==> config.mk <==
export PLATFORM = sky130hd
export DESIGN_NAME = spi_xfer_engine
export DESIGN_NICKNAME = d
export VERILOG_FILES = /design/src/rtl/spi_eng_pkg.sv /design/src/rtl/spi_eng_clkgen.sv /design/src/rtl/spi_eng_regs.sv /design/src/rtl/spi_eng_shifter.sv /design/src/rtl/spi_xfer_engine.sv
export SDC_FILE = /design/constraint.sdc
export NUM_CORES = 1
export LEC_CHECK = 0
export ABC_AREA = 0
export BUFFER_PORTS_ARGS = -buffer_cell sky130_fd_sc_hd__buf_4
export CAP_MARGIN = 20
export CORE_UTILIZATION = 45
export CTS_CLUSTER_DIAMETER = 150
export DETAILED_ROUTE_END_ITERATION = 10
export PLACE_DENSITY = 0.67
export SETUP_SLACK_MARGIN = 0.3
export SLEW_MARGIN = 20
export SYNTH_ARGS = -nofsm -noshare
export SYNTH_HDL_FRONTEND = slang
export SYNTH_SLANG_ARGS = --single-unit
==> constraint.sdc <==
create_clock -name clk -period 9.2 [get_ports clk]
set_clock_uncertainty 0.15 [all_clocks]
set_input_delay 0 -clock clk [delete_from_list [all_inputs] [get_ports clk]]
set_output_delay 0 -clock clk [all_outputs]
set_load 0.02 [all_outputs]
==> src/rtl/spi_eng_pkg.sv <==
package spi_eng_pkg;

  localparam int DIV_W = 8;

  localparam int A_CFG  = 0;
  localparam int A_CMD  = 1;
  localparam int A_STAT = 2;

  typedef struct packed {
    logic [10:0] rsvd;
    logic        hold;
    logic [3:0]  cs_idx;
    logic [7:0]  tx_num;
    logic [7:0]  tot_num;
  } cmd_word_t;

  // half-period in system clocks; zero behaves as one
  function automatic logic [DIV_W-1:0] half_period(input logic [DIV_W-1:0] div);
    return (div == '0) ? DIV_W'(1) : div;
  endfunction

  // byte driven at a position: buffer data below the transmit count, zero above
  function automatic logic [7:0] fill_byte(input logic [7:0] pos, input logic [7:0] txn,
                                           input logic [7:0] data);
    return (pos < txn) ? data : 8'h00;
  endfunction

  // number of bytes actually clocked, limited by the buffer
  function automatic logic [7:0] clamp_total(input logic [7:0] tot, input int unsigned depth);
    return (32'(tot) > depth) ? 8'(depth) : tot;
  endfunction

endpackage

==> src/rtl/spi_eng_clkgen.sv <==
module spi_eng_clkgen
  import spi_eng_pkg::*;
(
  input  logic             clk,
  input  logic             rst_n,
  input  logic             restart,
  input  logic             run,
  input  logic [DIV_W-1:0] div,
  output logic             tick
);
  logic [DIV_W-1:0] cnt;
  logic [DIV_W-1:0] half;

  assign half = half_period(div);
  assign tick = run && !restart && (cnt == half - DIV_W'(1));

  always_ff @(posedge clk or negedge rst_n) begin
    if (!rst_n)                cnt <= '0;
    else if (restart || !run)  cnt <= '0;
    else if (tick)             cnt <= '0;
    else                       cnt <= cnt + DIV_W'(1);
  end
endmodule

==> src/rtl/spi_eng_regs.sv <==
module spi_eng_regs
  import spi_eng_pkg::*;
#(
  parameter int DEPTH  = 8,
  parameter int ADDR_W = 5,
  localparam int IDX_W = $clog2(DEPTH)
) (
  input  logic              clk,
  input  logic              rst_n,
  input  logic              wr,
  input  logic [ADDR_W-1:0] addr,
  input  logic [31:0]       wdata,
  output logic [31:0]       rdata,
  input  logic              busy_i,
  input  logic              done_i,
  input  logic              eng_we,
  input  logic [IDX_W-1:0]  eng_widx,
  input  logic [7:0]        eng_wdata,
  input  logic [IDX_W-1:0]  eng_ridx,
  output logic [7:0]        eng_rdata,
  output logic              cfg_en,
  output logic              cfg_idle_hi,
  output logic [DIV_W-1:0]  cfg_div,
  output logic              cmd_wr
);
  logic [7:0]       mem [DEPTH];
  logic             dat_hit;
  logic [IDX_W-1:0] host_idx;
  logic             host_dat_wr;
  logic [7:0]       host_slot;
  logic             unused_wbits;

  assign unused_wbits = ^wdata[31:16];
  assign dat_hit      = addr[ADDR_W-1] && (32'(addr[ADDR_W-2:0]) < DEPTH);
  assign host_idx     = addr[IDX_W-1:0];
  assign host_dat_wr  = wr && dat_hit && !busy_i;
  assign host_slot    = mem[host_idx];
  assign cmd_wr       = wr && (addr == ADDR_W'(A_CMD));
  assign eng_rdata    = mem[eng_ridx];

  always_ff @(posedge clk or negedge rst_n) begin
    if (!rst_n) begin
      cfg_en      <= 1'b0;
      cfg_idle_hi <= 1'b1;
      cfg_div     <= DIV_W'(1);
    end else if (wr && !busy_i && addr == ADDR_W'(A_CFG)) begin
      cfg_en      <= wdata[0];
      cfg_idle_hi <= wdata[1];
      cfg_div     <= wdata[8 +: DIV_W];
    end
  end

  always_ff @(posedge clk or negedge rst_n) begin
    if (!rst_n) begin
      for (int i = 0; i < DEPTH; i++) mem[i] <= 8'h00;
    end else if (eng_we) begin
      mem[eng_widx] <= eng_wdata;
    end else if (host_dat_wr) begin
      mem[host_idx] <= wdata[7:0];
    end
  end

  always_comb begin
    rdata = 32'h0;
    if (addr == ADDR_W'(A_CFG))       rdata = {16'h0, cfg_div, 6'h0, cfg_idle_hi, cfg_en};
    else if (addr == ADDR_W'(A_STAT)) rdata = {30'h0, done_i, busy_i};
    else if (dat_hit)                 rdata = {24'h0, host_slot};
  end


  buf_hold_chk: assert property (@(posedge clk) disable iff (!rst_n)
    (wr && dat_hit && busy_i && !(eng_we && eng_widx == host_idx))
      |=> mem[$past(host_idx)] == $past(host_slot));
endmodule

==> src/rtl/spi_eng_shifter.sv <==
module spi_eng_shifter
  import spi_eng_pkg::*;
#(
  parameter int DEPTH = 8,
  localparam int IDX_W = $clog2(DEPTH),
  localparam int CNT_W = $clog2(DEPTH + 1)
) (
  input  logic             clk,
  input  logic             rst_n,
  input  logic             start,
  input  cmd_word_t        cmd,
  input  logic             tick,
  input  logic             miso,
  output logic [IDX_W-1:0] rd_idx,
  input  logic [7:0]       rd_data,
  output logic             we,
  output logic [IDX_W-1:0] w_idx,
  output logic [7:0]       w_data,
  output logic             sck,
  output logic             mosi,
  output logic             cs_act,
  output logic [3:0]       cs_sel,
  output logic             busy,
  output logic             done
);
  typedef enum logic [1:0] {S_IDLE, S_SHIFT, S_END} st_t;

  st_t              state;
  logic [IDX_W-1:0] byte_idx;
  logic [2:0]       bit_cnt;
  logic [CNT_W-1:0] total_q;
  logic [7:0]       txn_q;
  logic             hold_q;
  logic [7:0]       tx_sr;
  logic [7:0]       rx_sr;
  logic [7:0]       next_pos;
  logic [7:0]       next_byte;
  logic             last_byte;
  logic             byte_end;
  logic             unused_rsvd;

  assign unused_rsvd = ^cmd.rsvd;
  assign rd_idx    = start ? '0 : byte_idx + IDX_W'(1);
  assign next_pos  = start ? 8'h00 : 8'(byte_idx) + 8'h01;
  assign next_byte = fill_byte(next_pos, start ? cmd.tx_num : txn_q, rd_data);
  assign last_byte = (CNT_W'(byte_idx) + CNT_W'(1)) == total_q;
  assign byte_end  = (state == S_SHIFT) && tick && sck && (bit_cnt == 3'd7);

  assign we     = byte_end;
  assign w_idx  = byte_idx;
  assign w_data = rx_sr;
  assign mosi   = (state == S_SHIFT) ? tx_sr[7] : 1'b0;
  assign busy   = (state != S_IDLE);

  always_ff @(posedge clk or negedge rst_n) begin
    if (!rst_n) begin
      state    <= S_IDLE;
      byte_idx <= '0;
      bit_cnt  <= '0;
      total_q  <= '0;
      txn_q    <= '0;
      hold_q   <= 1'b0;
      tx_sr    <= '0;
      rx_sr    <= '0;
      sck      <= 1'b0;
      cs_act   <= 1'b0;
      cs_sel   <= '0;
      done     <= 1'b0;
    end else if (start) begin
      state    <= S_SHIFT;
      byte_idx <= '0;
      bit_cnt  <= '0;
      total_q  <= CNT_W'(clamp_total(cmd.tot_num, DEPTH));
      txn_q    <= cmd.tx_num;
      hold_q   <= cmd.hold;
      cs_sel   <= cmd.cs_idx;
      tx_sr    <= next_byte;
      sck      <= 1'b0;
      cs_act   <= 1'b1;
      done     <= 1'b0;
    end else begin
      case (state)
        S_SHIFT: if (tick) begin
          if (!sck) begin
            sck   <= 1'b1;
            rx_sr <= {rx_sr[6:0], miso};
          end else begin
            sck <= 1'b0;
            if (bit_cnt == 3'd7) begin
              bit_cnt <= '0;
              if (last_byte) state <= S_END;
              else begin
                byte_idx <= byte_idx + IDX_W'(1);
                tx_sr    <= next_byte;
              end
            end else begin
              bit_cnt <= bit_cnt + 3'd1;
              tx_sr   <= {tx_sr[6:0], 1'b0};
            end
          end
        end
        S_END: if (tick) begin
          state  <= S_IDLE;
          cs_act <= hold_q;
          done   <= 1'b1;
        end
        default: ;
      endcase
    end
  end


  busy_rise_chk: assert property (@(posedge clk) disable iff (!rst_n) start |=> busy);

  cs_release_chk: assert property (@(posedge clk) disable iff (!rst_n)
    (state == S_END && tick && !hold_q && !start) |=> !cs_act);

  rx_slot_chk: assert property (@(posedge clk) disable iff (!rst_n)
    we |-> (CNT_W'(w_idx) < total_q));

  sck_hold_chk: assert property (@(posedge clk) disable iff (!rst_n)
    (!tick && !start) |=> $stable(sck));
endmodule

==> src/rtl/spi_xfer_engine.sv <==
module spi_xfer_engine
  import spi_eng_pkg::*;
#(
  parameter int DEPTH  = 8,
  parameter int NUM_CS = 4,
  parameter int ADDR_W = 5
) (
  input  logic              clk,
  input  logic              rst_n,
  input  logic              reg_wr,
  input  logic [ADDR_W-1:0] reg_addr,
  input  logic [31:0]       reg_wdata,
  output logic [31:0]       reg_rdata,
  output logic              spi_sck,
  output logic              spi_mosi,
  input  logic              spi_miso,
  output logic [NUM_CS-1:0] spi_cs
);
  localparam int IDX_W = $clog2(DEPTH);

  logic             busy, done, start, tick, cmd_wr;
  logic             cfg_en, cfg_idle_hi;
  logic [DIV_W-1:0] cfg_div;
  logic             eng_we;
  logic [IDX_W-1:0] eng_widx, eng_ridx;
  logic [7:0]       eng_wdata, eng_rdata;
  logic             cs_act;
  logic [3:0]       cs_sel;
  logic [NUM_CS-1:0] line_on;
  cmd_word_t        cmd;

  assign cmd   = cmd_word_t'(reg_wdata);
  assign start = cmd_wr && cfg_en && !busy && (cmd.tot_num != 8'h00);

  spi_eng_regs #(.DEPTH(DEPTH), .ADDR_W(ADDR_W)) u_regs (
    .clk(clk), .rst_n(rst_n), .wr(reg_wr), .addr(reg_addr), .wdata(reg_wdata),
    .rdata(reg_rdata), .busy_i(busy), .done_i(done),
    .eng_we(eng_we), .eng_widx(eng_widx), .eng_wdata(eng_wdata),
    .eng_ridx(eng_ridx), .eng_rdata(eng_rdata),
    .cfg_en(cfg_en), .cfg_idle_hi(cfg_idle_hi), .cfg_div(cfg_div), .cmd_wr(cmd_wr)
  );

  spi_eng_clkgen u_clk (
    .clk(clk), .rst_n(rst_n), .restart(start), .run(busy), .div(cfg_div), .tick(tick)
  );

  spi_eng_shifter #(.DEPTH(DEPTH)) u_shift (
    .clk(clk), .rst_n(rst_n), .start(start), .cmd(cmd), .tick(tick), .miso(spi_miso),
    .rd_idx(eng_ridx), .rd_data(eng_rdata), .we(eng_we), .w_idx(eng_widx),
    .w_data(eng_wdata), .sck(spi_sck), .mosi(spi_mosi), .cs_act(cs_act),
    .cs_sel(cs_sel), .busy(busy), .done(done)
  );

  for (genvar i = 0; i < NUM_CS; i++) begin : g_cs
    assign line_on[i] = cs_act && (cs_sel == 4'(i));
    assign spi_cs[i]  = cfg_idle_hi ? !line_on[i] : line_on[i];
  end


  cs_single_chk: assert property (@(posedge clk) disable iff (!rst_n)
    $countones(line_on) <= 1);

  sck_idle_chk: assert property (@(posedge clk) disable iff (!rst_n)
    !busy |-> !spi_sck);
endmodule

==> flow_metrics.py, run 1 <==
metrics = {
    "sta": {
        "setup_viol": 0,
        "max_freq_mhz": 235,
        "hold_viol": 1,
        "final.setup.worst_slack_ns": 4.94,
        "finalMaxSlewViolations": 0,
        "min_period_ns": 4.26,
        "max-slew-margin-rel_pct": 21.7,
        "grt_setup_unrepaired": "no",
        "post-route-period-util_pct": 46.3,
        "fin_hold_ws_ns": -0.0451,
        "worst_slew_pin_slew_ns": 1.17,
        "finalSetupTns_ns": 0,
    },
    "synthesis": {
        "netlist_top_cells_area": "dfrtp_1, nand2_1, a31oi_1, nor2_1, nand3_1",
        "synth_top_area_share_pct": 40.3,
        "synthAdderAreaFrac_pct": 1.30,
        "ys_dominant_reg_cell": "dfrtp_1",
        "syn_area_per_cell_um2": 8.96,
        "netlist_instances": 860,
        "yosys.area_share.xor_xnor_pct": 2.73,
        "synth_top_family_by_area": "simple AND/OR/NAND/NOR gates",
        "synth.most_common_cell": "nand2_1",
        "synth_seq_area_share_pct": 41.0,
        "synth-simple-area-share_pct": 24.3,
        "ys_seq_elements": 126,
        "synth_enable_flop_cells": 0,
        "synthesis.area_um2": 7700,
        "synthTopCellsByCount": "nand2_1, dfrtp_1, nor2_1, nand3_1, a31oi_1",
        "yosysTopAreaCell": "dfrtp_1",
        "ys.warnings.count": 0,
        "synth_compound_area_share_pct": 16.4,
        "yosys.cell_types.count": 67,
        "async_flop_share_pct": 100,
        "synth_mux_area_share_pct": 8.56,
    },
    "route": {
        "wl_um": 23600,
        "dr.pass1.iters": 6,
        "drtAntennaViolNets": 0,
        "first_iter_violations": 773,
        "wl_per_cell_um": 20.8,
        "route.vias.total": 6971,
        "avgViaCountPerCell": 6.16,
        "drc": 0,
    },
    "pwr": {
        "leakage_nw": 4.06,
        "p_per_area_nw_per_um2": 234,
        "ir_drop_mv": 0.199,
        "total_power_mw": 2.10,
    },
    "floorplan": {
        "core-area_um2": 16600,
        "initial_utilization_pct": 46.3,
        "die_height_um": 133,
        "dieArea_um2": 17600,
        "ioPinCount": 79,
        "die_x_um": 133,
        "core.rowCount": 47,
    },
    "critical_path": {
        "cp-start-kind": "input pin",
        "cp_common_cell": "buf_4",
        "end_kind": "flip-flop",
        "r2r_start": "u_shift.state[0]",
        "max_stage_delay_ns": 0.59,
        "r2r_cells": 14,
        "crit_family": "compound AO/OA/AOI/OAI gates",
        "r2r_end": "u_shift.tx_sr[2]",
        "critPathMaxFanout": 25,
        "rrSetupSlack_ns": 4.97,
        "worst-path-buf-inv": 3,
        "critPathArrivalTime_ns": 4.46,
        "crit_slowest_cell": "o21bai_1",
        "path_cells": "dlygate4sd3_1 > buf_4 > or4_1 > nor2_1 > a21o_1 > buf_4 > mux2i_1 > ha_1 > o21a_1 > o21ai_0 > nand2b_1 > a311o_1 > o21bai_1 > o211a_1 > a221o_1",
        "cp.required_ns": 9.40,
        "path_class": "input pin to flip-flop",
    },
    "cells_and_area": {
        "drive_gt1_share_pct": 16.1,
        "final_nets": 948,
        "areaGrowthSynthToFinish_pct": 16.3,
        "diodes": 0,
    },
    "min_path": {
        "hold_path_class": "input pin to flip-flop",
        "hp-start": "reg_addr[3]",
        "hold_end": "u_shift.total_q[3]",
        "whs_path_depth": 4,
    },
    "grt": {
        "grt_max_degree": 68,
        "busiest_layer": "met2",
        "use_met3_pct": 6.86,
        "grt_pass1_wl_um": 37300,
        "grt_pass1_vias": 6630,
        "gr-total-overflow": 0,
        "antenna_found_initial": 0,
        "grt.total_usage_pct": 27.8,
        "use_met1_pct": 38.3,
        "met2_usage_pct": 41.4,
    },
    "place": {
        "gp_congestion": 0.914,
        "io_buffers": 51,
        "post-place-ws_ns": 4.56,
        "dp_hpwl_um": 15700,
    },
    "clock_network": {
        "cts_buffers": 17,
        "cts_tree": "done",
        "post_cts_resized": 0,
        "clk_pin_slew_ns": 0.06,
        "cts_root_buf": "clkbuf_16",
        "clk_latency_ns": 0.42,
        "cts.sinks": 126,
        "clockBufferDepth": 2,
        "htree_levels": 4,
    },
    "status": {
        "status": "finished with violations",
        "violations": "hold timing",
    },
    "job": {
        "max_cap_violations": 0,
    },
}
==> layout by cell type (no fill, tap or decap), drive strengths merged, types with 6 or more instances in the layout <==
cell type / instances
a21oi: 26
a221o: 11
a311oi: 8
a31oi: 54
and2: 6
and3: 19
buf: 59
clkbuf: 25
conb: 16
dfrtp: 124
dlygate4sd3: 28
ha: 8
inv: 10
mux2: 23
mux2i: 13
mux4: 12
nand2: 145
nand2b: 19
nand3: 55
nand4: 7
nor2: 87
nor2b: 11
nor3: 14
nor4: 10
o211a: 7
o21ai: 10
o221a: 6
o2bb2ai: 7
xnor2: 12
xor2: 12
==> power breakdown <==
group / leakage [nW] / internal [mW] / switching (mW)
Sequential: 1.49 / 0.633 / 0.139
Combinational: 2.28 / 0.273 / 0.391
Clock: 0.281 / 0.418 / 0.241
==> sequential cells by signal, indices dropped and copies added (netlist names), 2 cells and up <==
register / flops
u_shift.state: 2
u_shift.bit_cnt: 3
u_shift.cs_sel: 4
u_regs.cfg_div: 8
u_shift.tx_sr: 8
u_shift.txn_q: 8
u_shift.w_idx: 3
u_regs.mem: 64
u_clk.cnt: 8
u_shift.w_data: 8
u_shift.total_q: 4
==> worst reg2reg max path, delay by kind of cell (launching register included) <==
| family | cells | cell delay, ns |
|---|---|---|
| AO/OA/AOI/OAI | 5 | 1.82 |
| adder cells (fa/ha/maj) | 1 | 0.19 |
| flip-flops | 1 | 0.45 |
| AND/OR/NAND/NOR | 6 | 1.12 |
| buffers and inverters | 2 | 0.43 |
==> metal layers <==
metal | wire [µm] | vias up
met4 | 622 | 0
met3 | 2320 | 44
met2 | 10500 | 356
met1 | 10100 | 3417
met5 | 0 | -
li1 | - | 3154
==> through the flow <==
step           util [%]  cell area [µm²]  instances
3_3_place_gp       48.7             8100       1072
3_5_place_dp       48.7             8100       1072
4_1_cts            53.8             8950       1132
6_report           53.8             8950       1132
2_1_floorplan         -             7760        875
5_1_grt            53.8             8950       1132
==> worst max-delay path by stage <==
stage	from	depth (start not counted)	end	slack, ns
after global placement	reg_addr[2]	15	u_shift.tx_sr[2]	4.69
after detailed placement	reg_addr[2]	15	u_shift.tx_sr[2]	4.56
after floorplan	reg_wdata[5]	15	u_shift.tx_sr[6]	5.64
after CTS	reg_addr[2]	15	u_shift.tx_sr[2]	4.99
final	reg_wdata[5]	15	u_shift.tx_sr[2]	4.94
after global routing	u_shift.state[0]	14	u_shift.tx_sr[2]	4.72
==> cell families (layout without fill, tap and decap cells) <==
| family | Yosys count | count (layout) |
|---|---|---|
| compound gates | 172 | 172 |
| xor+xnor | 24 | 24 |
| fa+ha+maj | 8 | 8 |
| buf+inv | 92 | 129 |
| flops | 126 | 126 |
| mux | 48 | 48 |
| other cells | 1 | 16 |
| simple gates | 389 | 389 |
==> repair_timing <==
| action | in CTS | in global routing |
|---|---|---|
| endpoints found under the hold margin | 151 | 0 |
| buffers inserted | 0 | 0 |
| hold buffers | 28 | 0 |
==> area by class of cell <==
cell class                 instances  area (µm²)
fill                            1508        7690
sequential                       126        3160
clock buffer                      25         485
tap                              220         275
timing repair buffer              87         727
multi-input combinational        657        4190
inverter                          10        37.5
clock inverter                     7        87.6
Power figures use the tool's default switching activity.
==> run 2: changes to the inputs <==
clock period = 4.1 ns   (was 9.2 ns; I/O delays follow)
==> run 2 against run 1 <==
Compared with the run above:
- the flow now finishes without violations
- flip-flop and latch count unchanged
- sequential power up 120%
- global-route usage up 0.68 points
- clock-buffer cell count down 6
- combinational power up 140%
- cell count up 1.9%
- register-to-register slack worse by 4.5 ns
- total power up 130%
- critical path depth up 1
- clock power up 120%
- critical path type unchanged
- critical endpoint unchanged
==> flow_metrics.py, run 2 (synthesis results as in run 1) <==
metrics = {
    "grt": {
        "grt_pass1_wl_um": 38200,
        "antenna_found_initial": 0,
        "gr-total-overflow": 0,
        "grt_pass1_vias": 6662,
        "grt_max_degree": 97,
        "grt.total_usage_pct": 28.5,
    },
    "sta": {
        "hold_viol": 0,
        "setup_viol": 0,
        "final.setup.worst_slack_ns": 0.450,
        "worst_slew_pin_slew_ns": 1.09,
        "finalSetupTns_ns": 0,
        "min_period_ns": 3.65,
        "finalMaxSlewViolations": 0,
        "grt_setup_unrepaired": "yes",
        "max_freq_mhz": 274,
        "max-slew-margin-rel_pct": 27.1,
        "post-route-period-util_pct": 89.0,
    },
    "route": {
        "avgViaCountPerCell": 6.20,
        "wl_per_cell_um": 20.9,
        "drc": 0,
        "route.vias.total": 7153,
        "dr.pass1.iters": 6,
        "drtAntennaViolNets": 0,
        "wl_um": 24100,
        "first_iter_violations": 954,
    },
    "critical_path": {
        "max_stage_delay_ns": 0.53,
        "critPathMaxFanout": 14,
        "worst-path-buf-inv": 4,
        "path_class": "input pin to flip-flop",
        "end_kind": "flip-flop",
        "cp.required_ns": 4.32,
        "crit_slowest_cell": "dlygate4sd3_1",
        "crit_family": "compound AO/OA/AOI/OAI gates",
        "r2r_cells": 10,
        "r2r_end": "u_regs.mem[61]",
        "r2r_start": "u_regs.cfg_div[5]",
        "rrSetupSlack_ns": 0.50,
        "cp_common_cell": "buf_4",
        "critPathArrivalTime_ns": 3.87,
        "cp-start-kind": "input pin",
        "path_cells": "dlygate4sd3_1 > buf_4 > or4_1 > nor2_1 > buf_4 > a21o_1 > mux2i_1 > ha_1 > o21a_1 > o21ai_0 > nand2b_1 > a311o_1 > o21bai_1 > buf_4 > o211a_1 > a221o_1",
        "crit_start": "reg_wdata[5]",
    },
    "cells_and_area": {
        "fin_area_um2": 9150,
        "final_cells": 1153,
        "largest_reg_flops": 64,
        "diodes": 0,
        "drive_gt1_share_pct": 18.9,
        "final_common_cell": "nand2_1",
        "final_nets": 969,
        "final_cell_mix": "nand2_1, dfrtp_1, nor2_1",
        "areaGrowthSynthToFinish_pct": 18.8,
        "largest-register": "u_regs.mem",
    },
    "floorplan": {
        "die_height_um": 133,
        "core-area_um2": 16600,
        "initial_utilization_pct": 46.3,
        "core.rowCount": 47,
        "ioPinCount": 79,
        "dieArea_um2": 17600,
        "die_x_um": 133,
    },
    "place": {
        "gp_congestion": 0.914,
        "postPlaceCellArea_um2": 8250,
        "dp.cells": 1093,
        "post-place-ws_ns": 0.279,
        "io_buffers": 51,
        "dp_hpwl_um": 15900,
    },
    "pwr": {
        "p_per_area_nw_per_um2": 522,
        "leakage_nw": 4.16,
        "ir_drop_mv": 0.286,
    },
    "clock_network": {
        "clk_latency_ns": 0.43,
        "cts_tree": "done",
        "clk_pin_slew_ns": 0.06,
        "cts_root_buf": "clkbuf_16",
        "cts_buffers": 17,
        "clockBufferDepth": 2,
        "htree_levels": 4,
        "cts.sinks": 126,
        "cts_setup_buffers": 0,
    },
    "job": {
        "max_cap_violations": 0,
    },
    "min_path": {
        "hold_path_class": "input pin to asynchronous set/reset pin",
    },
    "status": {
        "status": "finished, final reports clean",
    },
}
-- run 2: cell count changes in the layout (fill, tap and decap cells not counted), moves of 2 or more --
cell | before | now
clkinvlp_4 | 1 | 6
a31oi_2 | 0 | 2
clkbuf_1 | 5 | 0
a31oi_1 | 54 | 52
buf_4 | 58 | 78
clkinv_4 | 0 | 2
-- run 2: how the worst max path moves through the flow --
stage | to | cells past startpoint | slack, ns
after floorplan | u_shift.tx_sr[6] | 15 | 0.54
after global placement | u_regs.mem[15] | 10 | 0.36
after detailed placement | u_shift.tx_sr[2] | 11 | 0.28
after CTS | u_shift.tx_sr[2] | 11 | 0.33
after global routing | u_shift.tx_sr[2] | 16 | 0.28
final | u_shift.tx_sr[2] | 16 | 0.45
-- run 2: through the flow --
step	util [%]	total power, mW	hold slack [ns]
2_1_floorplan	-	2.74	-0.446
3_3_place_gp	49.6	3.23	0.0228
3_5_place_dp	49.6	3.25	0.0166
4_1_cts	54.8	4.73	0.0442
5_1_grt	55.0	4.99	0.148
6_report	55.0	4.77	0.0656
-- run 2: metal layers --
metal	wire (µm)	share of wire, %	vias up	track usage [%]
li1	-	-	3193	-
met1	10300	43	3504	40.9
met2	10700	44	396	41.5
met3	2440	10	60	6.78
met4	692	2.9	0	10.5
met5	0	0	-	0
-- run 2: layout make-up --
type                    count  area, µm²
clock buffers              19        453
clock inverters            13        116
fillers                  1530       7490
inverters                  10       37.5
multi-input cells         657       4220
flip-flops and latches    126       3160
well taps                 220        275
repair buffers            108        888
-- run 2: power breakdown --
part           internal [mW]  switching, mW
sequential              1.42          0.292
clock                  0.863          0.591
combinational          0.675          0.930
-- run 2: repair_timing --
action                                  CTS  global route
gates cloned                              0             0
hold endpoints to repair                186             0
hold buffers                             28             0
endpoints found under the setup margin   11            66
resized for setup                         1             6
